### config.mk
export PLATFORM = sky130hd
export DESIGN_NAME = vlim_window_irq
export DESIGN_NICKNAME = d
export VERILOG_FILES = /design/src/rtl/vlim_pkg.sv /design/src/rtl/vlim_reg_bank.sv /design/src/rtl/vlim_window_cmp.sv /design/src/rtl/vlim_irq_gen.sv /design/src/rtl/vlim_window_irq.sv
export SDC_FILE = /design/constraint.sdc
export NUM_CORES = 1
export LEC_CHECK = 0
export ABC_AREA = 1
export CAP_MARGIN = 40
export CORE_ASPECT_RATIO = 0.5
export CORE_MARGIN = 4
export CORE_UTILIZATION = 41
export DETAILED_ROUTE_END_ITERATION = 8
export PLACE_DENSITY = 0.63
export SLEW_MARGIN = 20
export SYNTH_ARGS = -nofsm -noshare
export SYNTH_HDL_FRONTEND = slang
export SYNTH_SLANG_ARGS = --single-unit
export TNS_END_PERCENT = 30
### constraint.sdc
create_clock -name clk -period 3.3 [get_ports clk]
set_input_delay 0.33 -clock clk [delete_from_list [all_inputs] [get_ports clk]]
set_output_delay 0.33 -clock clk [all_outputs]
set_load 0.01 [all_outputs]
### src/rtl/vlim_pkg.sv
package vlim_pkg;
  // Register addresses; thresholds are interleaved upper/lower per channel.
  localparam int unsigned A_STATUS   = 0;
  localparam int unsigned A_MASK     = 1;
  localparam int unsigned A_CTRL     = 2;
  localparam int unsigned A_LIM_BASE = 4;

  typedef struct packed {
    logic act_high;  // bit 1: pin polarity
    logic irq_en;    // bit 0: interrupt enable
  } vlim_ctrl_t;

  function automatic int unsigned hi_addr(input int unsigned ch);
    return A_LIM_BASE + 2 * ch;
  endfunction

  function automatic int unsigned lo_addr(input int unsigned ch);
    return A_LIM_BASE + 2 * ch + 1;
  endfunction
endpackage

### src/rtl/vlim_reg_bank.sv
module vlim_reg_bank
  import vlim_pkg::*;
#(
  parameter int unsigned NCH    = 4,
  parameter int unsigned LIM_W  = 8,
  parameter int unsigned ADDR_W = 4,
  parameter int unsigned DATA_W = 8
) (
  input  logic                        clk,
  input  logic                        rst_n,
  input  logic                        wr,
  input  logic [ADDR_W-1:0]           addr,
  input  logic [DATA_W-1:0]           wdata,
  output logic [NCH-1:0][LIM_W-1:0]   hi_lim,
  output logic [NCH-1:0][LIM_W-1:0]   lo_lim,
  output logic [NCH-1:0]              mask,
  output vlim_ctrl_t                  cfg
);

  for (genvar c = 0; c < NCH; c++) begin : g_lim
    always_ff @(posedge clk or negedge rst_n) begin
      if (!rst_n) begin
        hi_lim[c] <= '1;
        lo_lim[c] <= '0;
      end else if (wr) begin
        if (addr == ADDR_W'(hi_addr(c))) hi_lim[c] <= wdata[LIM_W-1:0];
        if (addr == ADDR_W'(lo_addr(c))) lo_lim[c] <= wdata[LIM_W-1:0];
      end
    end
  end

  always_ff @(posedge clk or negedge rst_n) begin
    if (!rst_n) begin
      mask <= '0;
      cfg  <= '0;
    end else if (wr) begin
      if (addr == ADDR_W'(A_MASK)) mask <= wdata[NCH-1:0];
      if (addr == ADDR_W'(A_CTRL)) cfg  <= vlim_ctrl_t'(wdata[1:0]);
    end
  end

endmodule

### src/rtl/vlim_window_cmp.sv
module vlim_window_cmp #(
  parameter int unsigned NCH   = 4,
  parameter int unsigned RES_W = 10,
  parameter int unsigned LIM_W = 8,
  localparam int unsigned CH_W  = $clog2(NCH),
  localparam int unsigned SHIFT = RES_W - LIM_W
) (
  input  logic                      cv_valid,
  input  logic [CH_W-1:0]           cv_ch,
  input  logic [RES_W-1:0]          cv_data,
  input  logic [NCH-1:0][LIM_W-1:0] hi_lim,
  input  logic [NCH-1:0][LIM_W-1:0] lo_lim,
  output logic [NCH-1:0]            hit_hi,
  output logic [NCH-1:0]            hit_lo
);

  // Extending a threshold with all-ones low bits gives the largest result
  // code sharing its top byte: above it means top byte strictly greater,
  // at or below it means top byte less than or equal.
  for (genvar c = 0; c < NCH; c++) begin : g_ch
    logic sel;
    assign sel       = cv_valid && (cv_ch == CH_W'(c));
    assign hit_hi[c] = sel && (cv_data >  {hi_lim[c], {SHIFT{1'b1}}});
    assign hit_lo[c] = sel && (cv_data <= {lo_lim[c], {SHIFT{1'b1}}});
  end

endmodule

### src/rtl/vlim_irq_gen.sv
module vlim_irq_gen
  import vlim_pkg::*;
#(
  parameter int unsigned NCH = 4,
  localparam int unsigned ST_W = 2 * NCH
) (
  input  logic            clk,
  input  logic            rst_n,
  input  logic [NCH-1:0]  hit_hi,
  input  logic [NCH-1:0]  hit_lo,
  input  logic            clr,
  input  logic [NCH-1:0]  mask,
  input  vlim_ctrl_t      cfg,
  output logic [ST_W-1:0] status_q,
  output logic            irq_o
);

  logic [ST_W-1:0] hits;
  logic [NCH-1:0]  chan_flag;
  logic            pending;

  assign hits = {hit_lo, hit_hi};

  // A read clears what it returned; hits of the same cycle still land.
  always_ff @(posedge clk or negedge rst_n) begin
    if (!rst_n)   status_q <= '0;
    else if (clr) status_q <= hits;
    else          status_q <= status_q | hits;
  end

  assign chan_flag = status_q[NCH-1:0] | status_q[ST_W-1:NCH];
  assign pending   = cfg.irq_en && |(chan_flag & ~mask);
  assign irq_o     = cfg.act_high ? pending : ~pending;

endmodule

### src/rtl/vlim_window_irq.sv
module vlim_window_irq
  import vlim_pkg::*;
#(
  parameter int unsigned NCH    = 4,
  parameter int unsigned RES_W  = 10,
  parameter int unsigned LIM_W  = 8,
  parameter int unsigned ADDR_W = 4,
  parameter int unsigned DATA_W = 8,
  localparam int unsigned CH_W  = $clog2(NCH),
  localparam int unsigned ST_W  = 2 * NCH
) (
  input  logic              clk,
  input  logic              rst_n,
  input  logic              cv_valid,
  output logic              cv_ready,
  input  logic [CH_W-1:0]   cv_ch,
  input  logic [RES_W-1:0]  cv_data,
  input  logic              reg_wr,
  input  logic              reg_rd,
  input  logic [ADDR_W-1:0] reg_addr,
  input  logic [DATA_W-1:0] reg_wdata,
  output logic [DATA_W-1:0] reg_rdata,
  output logic              irq_o
);

  logic [NCH-1:0][LIM_W-1:0] hi_lim;
  logic [NCH-1:0][LIM_W-1:0] lo_lim;
  logic [NCH-1:0]            mask;
  vlim_ctrl_t                cfg;
  logic [NCH-1:0]            hit_hi;
  logic [NCH-1:0]            hit_lo;
  logic [ST_W-1:0]           status_q;
  logic                      stat_rd;
  logic [DATA_W-1:0]         rd_mux;

  assign cv_ready = 1'b1;
  assign stat_rd  = reg_rd && (reg_addr == ADDR_W'(A_STATUS));

  vlim_reg_bank #(
    .NCH(NCH), .LIM_W(LIM_W), .ADDR_W(ADDR_W), .DATA_W(DATA_W)
  ) u_regs (
    .clk(clk), .rst_n(rst_n), .wr(reg_wr), .addr(reg_addr),
    .wdata(reg_wdata), .hi_lim(hi_lim), .lo_lim(lo_lim),
    .mask(mask), .cfg(cfg)
  );

  vlim_window_cmp #(
    .NCH(NCH), .RES_W(RES_W), .LIM_W(LIM_W)
  ) u_cmp (
    .cv_valid(cv_valid && cv_ready), .cv_ch(cv_ch), .cv_data(cv_data),
    .hi_lim(hi_lim), .lo_lim(lo_lim), .hit_hi(hit_hi), .hit_lo(hit_lo)
  );

  vlim_irq_gen #(
    .NCH(NCH)
  ) u_irq (
    .clk(clk), .rst_n(rst_n), .hit_hi(hit_hi), .hit_lo(hit_lo),
    .clr(stat_rd), .mask(mask), .cfg(cfg),
    .status_q(status_q), .irq_o(irq_o)
  );

  always_comb begin
    rd_mux = '0;
    if (reg_addr == ADDR_W'(A_STATUS)) rd_mux = DATA_W'(status_q);
    if (reg_addr == ADDR_W'(A_MASK))   rd_mux = DATA_W'(mask);
    if (reg_addr == ADDR_W'(A_CTRL))   rd_mux = DATA_W'(cfg);
    for (int unsigned c = 0; c < NCH; c++) begin
      if (reg_addr == ADDR_W'(hi_addr(c))) rd_mux = DATA_W'(hi_lim[c]);
      if (reg_addr == ADDR_W'(lo_addr(c))) rd_mux = DATA_W'(lo_lim[c]);
    end
  end

  always_ff @(posedge clk or negedge rst_n) begin
    if (!rst_n)      reg_rdata <= '0;
    else if (reg_rd) reg_rdata <= rd_mux;
  end

endmodule

==> flow_summary_export.csv, run 1 <==
group,metric,value,unit
timing,skew,13.5,ps
setup_path,arrival,2080,ps
floorplan,dieArea,15700,sq um
placement,hpwl,13500,microns
floorplan,dieWidth,173,microns
timing,slew_violations,0,
power_and_ir_drop,total_power,3.60,mW
synthesis,syn_nets,812,
final_layout,insertedDiodeCount,0,
grt,grt_first_pass_wirelength,27300,microns
setup_path,cp_top_family,"compound AO/OA/AOI/OAI gates",
grt,antenna_found_initial,1,
timing,timing.final.crit_share,0.729,
grt,first_global_vias,4629,
hold_path,hold_class,"input port to asynchronous set/reset pin",
synthesis,syn_area,5600,sq um
setup_path,worstPathRequired,2970,ps
power_and_ir_drop,ir_drop,0.207,mV
timing,setup_tns,0,ps
route,wire_per_inst,18.5,microns
cts,ctsHoldBuffers,1,
cts,cts_sinks,86,
setup_path,cp-end-kind,"primary output",
synthesis,syn_area_per_cell,7.78,sq um
synthesis,ys_types,31,
synthesis,synth_seq_cells,86,
route,drc,0,
setup_path,crit_chain,"o21ai_0, o21ai_0, o31ai_1, xor2_1, clkdlybuf4s50_1",
timing,setup_violations,0,
final_layout,drive_above_1_share,0.101,
grt,grt_usage,0.225,
cts,cts_resized,0,
timing,min_period,2410,ps
setup_path,cpPeakStageDelay,550,ps
final_layout,syn2layout_area_growth,15.1,%
timing,rsz0062_at_grt,"no",
setup_path,crit_fanout,2,
placement,port-buffer-count,37,
cts,tritoncts,"yes",
route,ant_nets,0,
route,viasPerCell,5.33,
synthesis,synth_edf_count,0,
floorplan,die_h,90.6,microns
setup_path,crit_buf_inv,1,
placement,dpl.cell_count,916,
timing,layout_setup_ws,893,ps
setup_path,path_common_cell,"o21ai_0",
synthesis,synth_warnings,0,
cts,cts.path.max_buffers,2,
placement,placed_area,6110,sq um
flow_run,cap_violations,0,
floorplan,core_area,13000,sq um
cts,clockRootBuffer,"clkbuf_16",
route,totalWireLength,17300,microns
cts,cts_buffers,9,
cts,htreeDepth,3,
route,num_vias,4974,
route,drt_iter0_drc,524,
outcome,status,"completed",
setup_path,start_kind,"register",
timing,fmax,415,MHz
cts,worstSkewPairLatency,350,ps
setup_path,worstSetupPathType,"register to primary output",
cts,clkTransAtPathRegs,70,ps
placement,place.gp.congestion,0.963,
floorplan,initial_core_util,0.431,
timing,worst_slew_pin_slew,644,ps
placement,dp_slack,900,ps
route,dr.pass1.iters,5,
final_layout,final_cell_area,6440,sq um
grt,grt-ovfl-total,0,
timing,slew_headroom,0.569,
setup_path,crit_slowest_cell,"clkdlybuf4s50_1",
timing,final_hold_viol_count,0,
final_layout,final_cells,933,
floorplan,rows,29,
synthesis,netlist_instances,719,
final_layout,fin_nets,851,
power_and_ir_drop,power_density,559,nW/um^2
floorplan,ios,39,
grt,grt_max_degree,56,
synthesis,async_reset_ff_frac,1.00,
power_and_ir_drop,leakagePower,3.05,nW
synthesis,yosysSeqAreaShare,0.392,
synthesis,ys.flop_type,"dfrtp_1",
cts,post_cts_buffers,0,
[metal layers]
| metal | track usage | share of wire |
|---|---|---|
| met1 | 0.366 | 0.54 |
| met2 | 0.281 | 0.36 |
| met3 | 0.0690 | 0.085 |
| met4 | 0.0445 | 0.013 |
| met5 | 0 | 0.00069 |
[worst paths after layout]
kind	startpoint	slack, ps	end	cells after the start
max in group asynchronous	rst_n	2270	u_regs.hi_lim[2]$_DFFE_PN1P_	3
min in group clk	u_regs.hi_lim[22]$_DFFE_PN1P_	470	u_regs.hi_lim[22]$_DFFE_PN1P_	2
max reg2reg	u_regs.hi_lim[19]$_DFFE_PN1P_	1400	u_irq.status_q[2]$_DFF_PN0_	8
min reg2reg	u_regs.hi_lim[22]$_DFFE_PN1P_	470	u_regs.hi_lim[22]$_DFFE_PN1P_	2
max	u_irq.status_q[6]$_DFF_PN0_	890	irq_o	5
min	rst_n	380	u_regs.lo_lim[4]$_DFFE_PN0P_	2
[through the flow]
step / util / hold WS [ps]
final: 0.496 / 385
after global routing: 0.496 / 409
after CTS: 0.496 / 384
after detailed placement: 0.471 / 221
after global placement: 0.469 / 464
after floorplan: - / 34.4
[cell type report]
type                    instances  area [sq um]
multi-input cells             504          2860
repair buffers                 41           420
well taps                     170           213
fillers                      1285          6550
clock inverters                 4          72.6
flip-flops and latches         86          2190
clock buffers                  12           246
inverters                     116           435
[state kept, by name (all words and copies together), names as in the netlist]
| signal | count |
|---|---|
| reg_rdata | 8 |
| u_irq.status_q | 8 |
| u_regs.cfg | 2 |
| u_regs.hi_lim | 32 |
| u_regs.lo_lim | 32 |
| u_regs.mask | 4 |
[cell usage after synthesis (4+ instances only)]
| cell | count | area share |
|---|---|---|
| nand2_2 | 5 | 0.0056 |
| inv_2 | 9 | 0.0060 |
| ha_1 | 64 | 0.14 |
| o21ai_1 | 10 | 0.0089 |
| dfstp_2 | 32 | 0.15 |
| buf_2 | 4 | 0.0036 |
| o21ai_0 | 101 | 0.090 |
| dfrtp_1 | 54 | 0.24 |
| nor3_1 | 4 | 0.0036 |
| a21oi_1 | 45 | 0.040 |
| nand2_1 | 180 | 0.12 |
| o22ai_1 | 4 | 0.0045 |
| inv_1 | 107 | 0.072 |
| buf_6 | 6 | 0.012 |
| nand3_1 | 21 | 0.019 |
| nor2_2 | 4 | 0.0045 |
| nand4_1 | 15 | 0.017 |
| nor2_1 | 30 | 0.020 |
| nor2_4 | 5 | 0.010 |
[cells in the final DEF (no fill, tap or decap), drive strengths merged]
cell type and count:
nand4 15, nand3 21, o21ai 111, or4 2
nand2 188, o211ai 3, xor2 1, o31ai 1
clkinv 1, conb 1, clkdlybuf4s50 36, clkbuf 12
nor2 39, nor3 5, ha 64, dfstp 32
clkinvlp 1, nor4 2, a21oi 45, dfrtp 54
inv 116, o21bai 1, buf 4, nor4b 1
dlygate4sd3 1, o22ai 4, bufinv 2
[cell families after synthesis]
| kind of cell | count (synthesis) | share of synthesized area |
|---|---|---|
| compound gates | 165 | 0.151 |
| xor+xnor | 1 | 0.00157 |
| fa+ha+maj | 64 | 0.143 |
| buf+inv | 129 | 0.0968 |
| flops | 86 | 0.392 |
| other cells | 1 | 0.000670 |
| simple gates | 273 | 0.216 |
[power breakdown]
group / switching [mW] / leakage (nW) / internal (mW)
sequential: 0.192 / 1.01 / 1.33
clock: 0.442 / 0.153 / 0.684
combinational: 0.577 / 1.88 / 0.376
total: 1.21 / 3.05 / 2.39
Note: power is estimated with default switching activity, not from simulation.
==> run 2: changes to the inputs <==
Clock period 3.3 ns to 2.3 ns, I/O delays scaled along.
==> flow_summary_export.csv, run 2 (synthesis results as in run 1) <==
group,metric,value,unit
timing,worst_slew_pin_slew,562,ps
final_layout,drive_above_1_share,0.120,
power_and_ir_drop,leakagePower,3.11,nW
grt,grt_util_met3,0.0548,
timing,setup_tns,0,ps
setup_path,path_common_cell,"o21ai_0",
route,viasPerCell,5.27,
setup_path,crit_buf_inv,1,
route,drc,0,
grt,antenna_found_initial,0,
hold_path,hold_class,"input port to asynchronous set/reset pin",
cts,tritoncts,"yes",
final_layout,reg_top3,"u_regs.hi_lim (32), u_regs.lo_lim (32)",
route,drt_iter0_drc,479,
grt,grt_first_pass_wirelength,27400,microns
timing,timing.final.crit_share,0.918,
floorplan,die_h,90.6,microns
floorplan,rows,29,
floorplan,ios,39,
cts,clockRootBuffer,"clkbuf_16",
grt,grt-ovfl-total,0,
setup_path,crit_chain,"o21ai_0, o21ai_0, o31ai_1, xor2_1, dlygate4sd2_1",
setup_path,worstRegToRegCells,8,
timing,rsz0062_at_grt,"no",
setup_path,crit_fanout,2,
placement,dpl.cell_count,931,
route,dr.pass1.iters,4,
grt,top_usage_layer,"met1",
cts,post_cts_buffers,0,
cts,cts.path.max_buffers,2,
setup_path,worstSetupPathType,"register to primary output",
power_and_ir_drop,ir_drop,0.287,mV
timing,slew_headroom,0.625,
power_and_ir_drop,total_power,5.08,mW
cts,htreeDepth,3,
setup_path,crit_cells,5,
grt,met2_usage,0.303,
route,wire_per_inst,18.2,microns
timing,layout_setup_ws,189,ps
cts,worstSkewPairLatency,340,ps
floorplan,initial_core_util,0.431,
final_layout,fin_nets,866,
timing,skew,8.01,ps
setup_path,start_kind,"register",
flow_run,cap_violations,0,
setup_path,cp_top_family,"compound AO/OA/AOI/OAI gates",
setup_path,crit_slowest_cell,"dfrtp_1",
setup_path,arrival,1880,ps
cts,clkTransAtPathRegs,70,ps
timing,setup_violations,0,
placement,hpwl,13400,microns
final_layout,syn2layout_area_growth,16.7,%
cts,cts_buffers,9,
timing,min_period,2110,ps
outcome,status,"completed",
grt,first_global_vias,4771,
final_layout,insertedDiodeCount,0,
grt,met1_usage,0.361,
final_layout,final_common_cell,"nand2_1",
cts,cts_sinks,86,
final_layout,mostFrequentLayoutCells,"180 x nand2_1, 107 x inv_1, 101 x o21ai_0",
floorplan,core_area,13000,sq um
timing,final_hold_viol_count,0,
placement,place.gp.congestion,0.978,
grt,grt_usage,0.224,
setup_path,cp-end-kind,"primary output",
setup_path,worstPathRequired,2070,ps
timing,fmax,474,MHz
route,num_vias,4999,
route,ant_nets,0,
placement,dp_slack,94.6,ps
power_and_ir_drop,power_density,779,nW/um^2
timing,whs,256,ps
floorplan,dieWidth,173,microns
timing,slew_violations,0,
final_layout,final_cells,948,
placement,port-buffer-count,37,
route,totalWireLength,17300,microns
setup_path,cpPeakStageDelay,390,ps
floorplan,dieArea,15700,sq um
grt,grt_max_degree,54,
run 2: cell type report:
type                       instances  area (sq um)
fill                            1315          6460
multi-input combinational        504          2860
sequential                        86          2190
timing repair buffer              56           524
inverter                         116           435
clock buffer                      11           243
tap                              170           213
clock inverter                     5          58.8
run 2: per-stage QoR:
step	instance area, sq um	utilization
floorplan	5600	-
global placement	6220	0.479
detailed placement	6220	0.479
CTS	6530	0.503
global route	6530	0.503
finish	6530	0.503
run 2: what timing repair did:
item                       4_1_cts  5_1_grt
setup endpoints to repair        1        0
resized for setup                1        0
hold buffers                     1        0
hold endpoints to repair        10        0
run 2: worst paths after layout:
path	end	slack (ps)	from
min reg2reg	u_regs.hi_lim[23]$_DFFE_PN1P_	480	u_regs.hi_lim[23]$_DFFE_PN1P_
max in group asynchronous	u_regs.hi_lim[30]$_DFFE_PN1P_	1450	rst_n
min	u_regs.lo_lim[6]$_DFFE_PN0P_	260	rst_n
max	irq_o	190	u_irq.status_q[6]$_DFF_PN0_
min in group clk	u_regs.hi_lim[23]$_DFFE_PN1P_	480	u_regs.hi_lim[23]$_DFFE_PN1P_
max reg2reg	u_irq.status_q[3]$_DFF_PN0_	470	u_regs.hi_lim[25]$_DFFE_PN1P_
run 2: routing by layer:
| layer | up-vias | share of wire |
|---|---|---|
| met5 | - | 0 |
| met4 | 0 | 0.0043 |
| met3 | 8 | 0.082 |
| met2 | 183 | 0.38 |
| met1 | 2350 | 0.53 |
| li1 | 2458 | - |
run 2: report_power, final:
part / switching [mW] / internal [mW]
clock network: 0.635 / 0.873
registers: 0.266 / 1.91
logic: 0.847 / 0.550
